File: src/rtl/nand_parity_gen.sv
module nand_parity_gen #(
  parameter int BYTE_AW = 8
) (
  input  logic               clk,
  input  logic               rst_n,
  input  logic               page512,
  input  logic               din_vld,
  input  logic [7:0]         din,
  input  logic               clr_req,
  output logic               clr_busy,
  output logic [BYTE_AW+2:0] set0,
  output logic [BYTE_AW+2:0] clr0,
  output logic [BYTE_AW+2:0] set1,
  output logic [BYTE_AW+2:0] clr1
);
  localparam int PW = BYTE_AW + 3;

  logic [BYTE_AW:0] idx;
  logic             full;
  logic [PW-1:0]    s0, c0, s1, c1;
  logic [PW-1:0]    add_s, add_c;

  wire second = idx[BYTE_AW];
  wire take   = din_vld & ~clr_busy & ~clr_req & ~full & (page512 | ~second);
  wire par    = ^din;

  always_comb begin
    add_s = '0;
    add_c = '0;
    for (int k = 0; k < 3; k++)
      for (int b = 0; b < 8; b++)
        if (((b >> k) & 1) == 1) add_s[k] = add_s[k] ^ din[b];
        else                     add_c[k] = add_c[k] ^ din[b];
    for (int k = 3; k < PW; k++) begin
      add_s[k] = idx[k-3] & par;
      add_c[k] = ~idx[k-3] & par;
    end
  end

  always_ff @(posedge clk or negedge rst_n) begin
    if (!rst_n) begin
      clr_busy <= 1'b0;
      idx <= '0;
      full <= 1'b0;
      s0 <= '0; c0 <= '0; s1 <= '0; c1 <= '0;
    end else if (clr_busy) begin
      clr_busy <= 1'b0;
      idx <= '0;
      full <= 1'b0;
      s0 <= '0; c0 <= '0; s1 <= '0; c1 <= '0;
    end else begin
      if (clr_req) clr_busy <= 1'b1;
      if (take) begin
        idx <= idx + 1'b1;
        if (&idx) full <= 1'b1;
        if (!second) begin
          s0 <= s0 ^ add_s;
          c0 <= c0 ^ add_c;
        end else begin
          s1 <= s1 ^ add_s;
          c1 <= c1 ^ add_c;
        end
      end
    end
  end

  assign set0 = s0;
  assign clr0 = c0;
  assign set1 = s1;
  assign clr1 = c1;

  a_r7_busy_one_cycle: assert property (@(posedge clk) disable iff (!rst_n)
    clr_busy |=> !clr_busy);
  a_r7_clear_zeroes: assert property (@(posedge clk) disable iff (!rst_n)
    clr_busy |=> (set0 == '0 && clr0 == '0 && set1 == '0 && clr1 == '0));
  a_r9_idle_holds: assert property (@(posedge clk) disable iff (!rst_n)
    (!din_vld && !clr_busy) |=> ($stable(set0) && $stable(clr0) && $stable(set1) && $stable(clr1)));
  a_r4_second_quiet: assert property (@(posedge clk) disable iff (!rst_n)
    (!page512 && set1 == '0 && clr1 == '0) |=> (set1 == '0 && clr1 == '0));
  a_r10_pair0_consistent: assert property (@(posedge clk) disable iff (!rst_n)
    ((set0 ^ clr0) == '0 || (set0 ^ clr0) == '1));
  a_r10_pair1_consistent: assert property (@(posedge clk) disable iff (!rst_n)
    ((set1 ^ clr1) == '0 || (set1 ^ clr1) == '1));
endmodule

File: config.mk
export PLATFORM = sky130hd
export DESIGN_NAME = nand_parity_gen
export DESIGN_NICKNAME = d
export VERILOG_FILES = /design/src/rtl/nand_parity_gen.sv
export SDC_FILE = /design/constraint.sdc
export NUM_CORES = 1
export LEC_CHECK = 0
export BUFFER_PORTS_ARGS = -buffer_cell sky130_fd_sc_hd__buf_2
export CAP_MARGIN = 20
export CORE_MARGIN = 2
export CORE_UTILIZATION = 54
export DETAILED_ROUTE_END_ITERATION = 8
export PLACE_DENSITY = 0.79
export REMOVE_ABC_BUFFERS = 1
export SETUP_SLACK_MARGIN = 0.02
export SLEW_MARGIN = 5
export SYNTH_ARGS = -nofsm -noshare
export SYNTH_HDL_FRONTEND = slang
export SYNTH_SLANG_ARGS = --single-unit
export TNS_END_PERCENT = 10
File: constraint.sdc
create_clock -name clk -period 2.4 [get_ports clk]
set_input_delay 0.48 -clock clk [delete_from_list [all_inputs] [get_ports clk]]
set_output_delay 0.48 -clock clk [all_outputs]
set_load 0.005 [all_outputs]
==> results of run 1 <==
## area by class of cell
| class | count | area [um2] |
|---|---|---|
| clock buffers | 8 | 100.1 |
| fillers | 395 | 1590 |
| inverters | 7 | 26.28 |
| multi-input cells | 186 | 1216 |
| flip-flops and latches | 55 | 1376 |
| well taps | 67 | 83.83 |
| repair buffers | 68 | 392.9 |
## cell families (layout without fill, tap and decap cells)
family | count (synthesis) | in the layout
simple gates | 80 | 80
compound gates | 69 | 69
flops | 55 | 55
xor+xnor | 35 | 35
buf+inv | 29 | 83
fa+ha+maj | 2 | 2
## path summary, 6_finish.rpt
kind / endpoint / slack, ps / depth (start not counted) / from
worst min register to register: set1[7] / 480 / 1 / set1[7]
worst min-delay path: clr0[7] / 170 / 1 / rst_n
worst max register to register: set1[9] / 460 / 5 / clr_busy
max in group asynchronous: clr0[4] / 1660 / 2 / rst_n
worst max-delay path: clr0[10] / 400 / 7 / din[3]
min in group clk: clr_busy / 440 / 2 / clr_req
## layout by cell type (no fill, tap or decap), drive strengths merged, types with 12 or more instances in the layout
| cell type | instances |
|---|---|
| xnor2 | 15 |
| dfrtp | 55 |
| or4 | 13 |
| a21oi | 24 |
| nand2 | 23 |
| o41ai | 12 |
| xor2 | 20 |
| o31ai | 13 |
| nor2 | 24 |
| buf | 68 |
| o311ai | 12 |
## layer usage
| layer | up-vias | wire (um) | track usage, % |
|---|---|---|---|
| met5 | - | 0 | 0 |
| met4 | 0 | 41 | 7.341 |
| met3 | 4 | 292 | 5.355 |
| met2 | 61 | 2863 | 38.45 |
| met1 | 1117 | 2544 | 29.85 |
| li1 | 1085 | - | - |
## flip-flops by register name, summed over array words and instances, names as in the netlist
name,count
clr0,11
clr1,11
clr_busy,1
full,1
idx,9
set0,11
set1,11
## power breakdown
part | leakage (nW) | internal [mW] | total, mW | switching [mW]
Clock | 0.0515 | 0.264 | 0.547 | 0.283
Sequential | 0.758 | 0.978 | 1.03 | 0.0499
Combinational | 0.692 | 0.153 | 0.412 | 0.260
==> results.md, run 1 <==
* Cell Chain, Critical Path: buf_2, xor2_1, xnor2_1, xnor2_2, buf_12, or4_1, a21oi_1
* Core occupancy in the finished layout at between 60% and 70%
* Critical path buffers and inverters at 2
* Combinational family with the most area after synthesis: compound AO/OA/AOI/OAI gates
* Pwr Density at 622.1 nW/um2
* Vias in the first global route at approximately 2,200
* Share of the clock period used by the worst path at 83.46%
* Final setup TNS at 0 ps
* Crit path DAT at 2230 ps
* Top cells by area, synth: sky130_fd_sc_hd__dfrtp_1 (51%), sky130_fd_sc_hd__xor2_1 (6.5%), sky130_fd_sc_hd__xnor2_1 (4.9%), sky130_fd_sc_hd__a21oi_1 (4.5%), sky130_fd_sc_hd__o311ai_0 (3.9%)
* Setup violators final at 0
* Max-slew violations at 0
* Wire length per cell after detailed routing at between 10 and 15 um
* Flops & latches, synth at 55
* Distinct cells, synth at 26
* Maxcap violations at 0
* Leak at 1.501 nW
* Number of buffers added by the clock tree synthesis step at 5
* Count of nets after finishing at 338
* Cell type with the largest total area after synthesis: sky130_fd_sc_hd__dfrtp_1
* Post-synth top area share at between 50% and 60%
* Top cells by instance count after synthesis: sky130_fd_sc_hd__dfrtp_1 (55), sky130_fd_sc_hd__a21oi_1 (24), sky130_fd_sc_hd__nor2_1 (24), sky130_fd_sc_hd__nand2_1 (23), sky130_fd_sc_hd__xor2_1 (20)
* Register area share after synthesis at roughly half
* Area grow syn2layout at 18.41%
* Multiplexer fraction of the synthesized cell area at 0%
* Yosys synthesis warning count at 0
* Fraction of final layout cells sized beyond drive strength 1 at 23.46%
* Clock Root Buffer: sky130_fd_sc_hd__clkbuf_8
* Final worst path period need at 2003 ps
* Async SR Flop Fraction at 100.0%
* Clock-pin slew on the worst setup and hold paths at 90 ps
* CTS HTree Levels at 2
* Startpoint types: primary input
* Number of design rule violations left after detail routing at 0
* Adder-cell share of the synthesized area at 0.9272%
* Worst voltage drop across the vdd grid at 434.7 uV
* Setup WS pre-CTS at around 54 ps
* Number of enable flip-flop cells after synthesis at 0
* Floorplan core area at 4786 um2
* Crit end category: flip-flop
* Final setup margin at 397.0 ps
* Post-synthesis share of cell area spent on and, or, nand and nor gates at 15.16%
* Clock latency of the later-clocked register in the worst-skew pair at 300 ps
* Count of input and output buffers at between 50 and 60
* Drt pass-1 iters at 4
* Congestion Overflow GR at 0
* Top achievable clock speed at 499.3 MHz
* Post-synthesis instance total at 270
* Total placed instance area at 3095 um2
* Global-route wire length before repair at approximately 10 mm
* Xor and xnor area share after synthesis at about 11%
* Crit Path Category: primary input to flip-flop
* CTS hold repair buffers at 0
* Max Fanout on Critical Path at 62
* Worst hold margin at around 170 ps
* Full die area at 5579 um2
* Delay contributed by the slowest stage of the critical path at roughly 480 ps
* Remaining max-slew budget at the tightest pin at 60.48%
* Most common cell in the netlist: sky130_fd_sc_hd__dfrtp_1
* Filler-free cell count of the finished design at 391
* Largest delay share family, worst path: XOR/XNOR gates
* Die height at 74.70 um
* Placement Rows at 25
* Antenna Diode Count at 0
* Post-route total power at 1.988 mW
* Post-synthesis average cell area at 9.996 um2
* GR Util All Layers at 22.99%
* Status: completed
* Pin count of the biggest net entering global routing at 63
* Post-detailed-route via-to-cell ratio at 5.798
* Starting Density at 56.39%
* Most instantiated flip-flop cell in the synthesis netlist: sky130_fd_sc_hd__dfrtp_1
* Hold Fails Final Rpt at 0
* Placer Congestion at approximately 0.8
* Post-CTS Setup Repair Bufs at 0
* Netlist area before placement at roughly 2700 um2
* Chip Width at roughly 75 um
* Violation count after the first detailed-route iteration at 181
* Worst slew pin tran at 592.7 ps
* Estimated wirelength of the detail-placed design at around 4.0 mm
* Sink count of the clock tree at 55
* Unrepaired setup endpoints after global routing: false
* Data required time at the worst endpoint at 2620 ps
* CTS tree: yes
* Wire length reported by the detailed router at 5.742 mm
* Residual antenna-violating net count after detailed routing at 0
* I/O pin cnt at 58
* Largest buffer count on any clock path at 2
* Routed vias at ~2,300
* Count of cells resized by post-cts repair at 0
* Cell area after layout at 3196 um2
* Hold Crit Class: primary input to asynchronous set/reset pin
* Number of antenna violations at the first check in global routing at 0
* Placed cells at 383
* Clock skew after layout at 3.855 ps
* Synthesized-area fraction occupied by ao, oa, aoi and oai cells at 17.34%
* Slowest cell on the critical path: sky130_fd_sc_hd__or4_1
Note: power is estimated with default switching activity, not from simulation.
==> run 2, diff against run 1 <==
==> constraint.sdc (replaced) <==
create_clock -name clk -period 2.1 [get_ports clk]
set_input_delay 0.42 -clock clk [delete_from_list [all_inputs] [get_ports clk]]
set_output_delay 0.42 -clock clk [all_outputs]
set_load 0.005 [all_outputs]
==> run 2 against run 1 <==
  * Clock power is 52% higher
  * Clock skew is 4.3 ps higher
  * Hold slack worse by 120 ps
  * Core utilization is 1.1 points higher
  * Non-clock buffer count is 3 higher
  * Combinational power is 15% higher
  * Register-to-register slack worse by 320 ps
  * First-iteration DRC count is 24% lower
  * Cell area is 1.6% higher
  * Highest routed layer unchanged
==> results.md, run 2 (synthesis results as in run 1) <==
* Status: completed
* Violation count after the first detailed-route iteration at 138
* CTS tree: yes
* Routed vias at 2,260
* Vias in the first global route at between 2,000 and 2,500
* Wire length per cell after detailed routing at around 14 um
* Setup violators final at 0
* Worst setup path startpoint: clr_busy
* Chip Width at between 70 and 80 um
* Wire length reported by the detailed router at 5.686 mm
* Final setup TNS at 0 ps
* I/O pin cnt at 58
* Count of input and output buffers at between 50 and 60
* Worst hold margin at 49.64 ps
* Pin count of the biggest net entering global routing at 63
* Clock Root Buffer: sky130_fd_sc_hd__clkbuf_8
* Cell area after layout at 3248 um2
* Most frequent cells in the layout: sky130_fd_sc_hd__buf_2 (57), sky130_fd_sc_hd__dfrtp_1 (55), sky130_fd_sc_hd__nor2_1 (24), sky130_fd_sc_hd__a21oi_1 (24), sky130_fd_sc_hd__nand2_1 (23)
* Floorplan core area at 4786 um2
* Post-route total power at 2.478 mW
* Crit path DAT at about 2200 ps
* Sink count of the clock tree at 55
* Crit end category: flip-flop
* Antenna Diode Count at 0
* Number of antenna violations at the first check in global routing at 0
* Final worst path period need at 1956 ps
* Congestion Overflow GR at 0
* Start of the worst register-to-register path: clr_busy
* Estimated wirelength of the detail-placed design at 4.000 mm
* Global-route wire length before repair at 9.632 mm
* Amount of wire on met3 after detailed routing at 294 um
* Hold Fails Final Rpt at 0
* Startpoint types: flip-flop
* Slowest cell on the critical path: sky130_fd_sc_hd__or4b_1
* Remaining max-slew budget at the tightest pin at 68.25%
* Uppermost layer routed: met4
* Largest buffer count on any clock path at 2
* Data required time at the worst endpoint at 2340 ps
* Pwr Density at 762.9 nW/um2
* Drt pass-1 iters at 4
* Leak at about 1.5 nW
* Worst slew pin tran at around 480 ps
* Sum of met2 wire segment lengths after detailed routing at 2.761 mm
* Fraction of final layout cells sized beyond drive strength 1 at between 20% and 30%
* Hold Crit Class: primary input to asynchronous set/reset pin
* Most frequent standard cell in the layout excluding fill and tap cells: sky130_fd_sc_hd__buf_2
* Number of buffers added by the clock tree synthesis step at 5
* Unrepaired setup endpoints after global routing: true
* Clock skew after layout at 8.160 ps
* CTS HTree Levels at 2
* Count of nets after finishing at 341
* Crit Path Category: flip-flop to flip-flop
* Clock-pin slew on the worst setup and hold paths at 100 ps
* Share of the clock period used by the worst path at 93.13%
* Post-detailed-route via-to-cell ratio at 5.736
* Routed length on met1 at 2.534 mm
* Starting Density at a little under three fifths
* Full die area at 5579 um2
* Number of design rule violations left after detail routing at 0
* Top achievable clock speed at 511.3 MHz
* Max Fanout on Critical Path at 4
* Maxcap violations at 0
* Die height at ~75 um
* Max-slew violations at 0
* Residual antenna-violating net count after detailed routing at 0
* Total placed instance area at 3105 um2
* Placer Congestion at 0.8141
* Placement Rows at 25
* Area grow syn2layout at 20.35%
* Clock latency of the later-clocked register in the worst-skew pair at 310 ps
* GR Util All Layers at around 22%
* Delay contributed by the slowest stage of the critical path at 580 ps
* Cell Chain, Critical Path: or4b_1, nor2_1, nand2_1, or3_1, a21oi_1
* Worst voltage drop across the vdd grid at 529.8 uV
-- run 2: final cells by class --
| class | instances | area [um2] |
|---|---|---|
| fillers | 401 | 1538 |
| flip-flops and latches | 55 | 1376 |
| multi-input cells | 186 | 1222 |
| repair buffers | 71 | 402.9 |
| well taps | 67 | 83.83 |
| clock buffers | 5 | 68.82 |
| clock inverters | 3 | 67.56 |
| inverters | 7 | 26.28 |
-- run 2: worst max-delay path: cells and delay by family, from the launching register on --
kind / cells / cell delay [ps]
AO/OA/AOI/OAI: 1 / 150
flip-flops: 1 / 430
AND/OR/NAND/NOR: 4 / 1320
-- run 2: path summary, 6_finish.rpt --
kind / endpoint / slack, ps / cells past startpoint
setup / recovery: set0[3] / 140 / 5
min in group clk: clr_busy / 380 / 2
hold / removal: clr0[9] / 50 / 1
max in group asynchronous: set1[4] / 1430 / 2
hold reg to reg: set0[10] / 480 / 1
setup reg to reg: set0[3] / 140 / 5
-- run 2: report_power, final --
| part | internal (mW) | switching [mW] | total, mW |
|---|---|---|---|
| registers | 1.12 | 0.0557 | 1.17 |
| clock network | 0.475 | 0.354 | 0.829 |
| logic | 0.180 | 0.295 | 0.475 |
-- run 2: layer usage --
metal | vias up | global-route usage, %
li1 | 1098 | -
met1 | 1090 | 28.72
met2 | 64 | 37.36
met3 | 8 | 5.756
met4 | 0 | 7.540
met5 | - | 0
-- run 2: stage by stage --
step | setup WS [ps] | util (%) | instances
2_1_floorplan | -1322 | - | 248
3_3_place_gp | 94.71 | 64.89 | 386
3_5_place_dp | -4.145 | 64.89 | 386
4_1_cts | 126.6 | 67.74 | 394
5_1_grt | 1.784 | 67.87 | 394
6_report | 144.2 | 67.87 | 394
-- run 2: timing repair --
action,4_1_cts,5_1_grt
buffers inserted,0,0
hold buffers,0,0
resized for setup,0,1
endpoints found under the setup margin,0,22
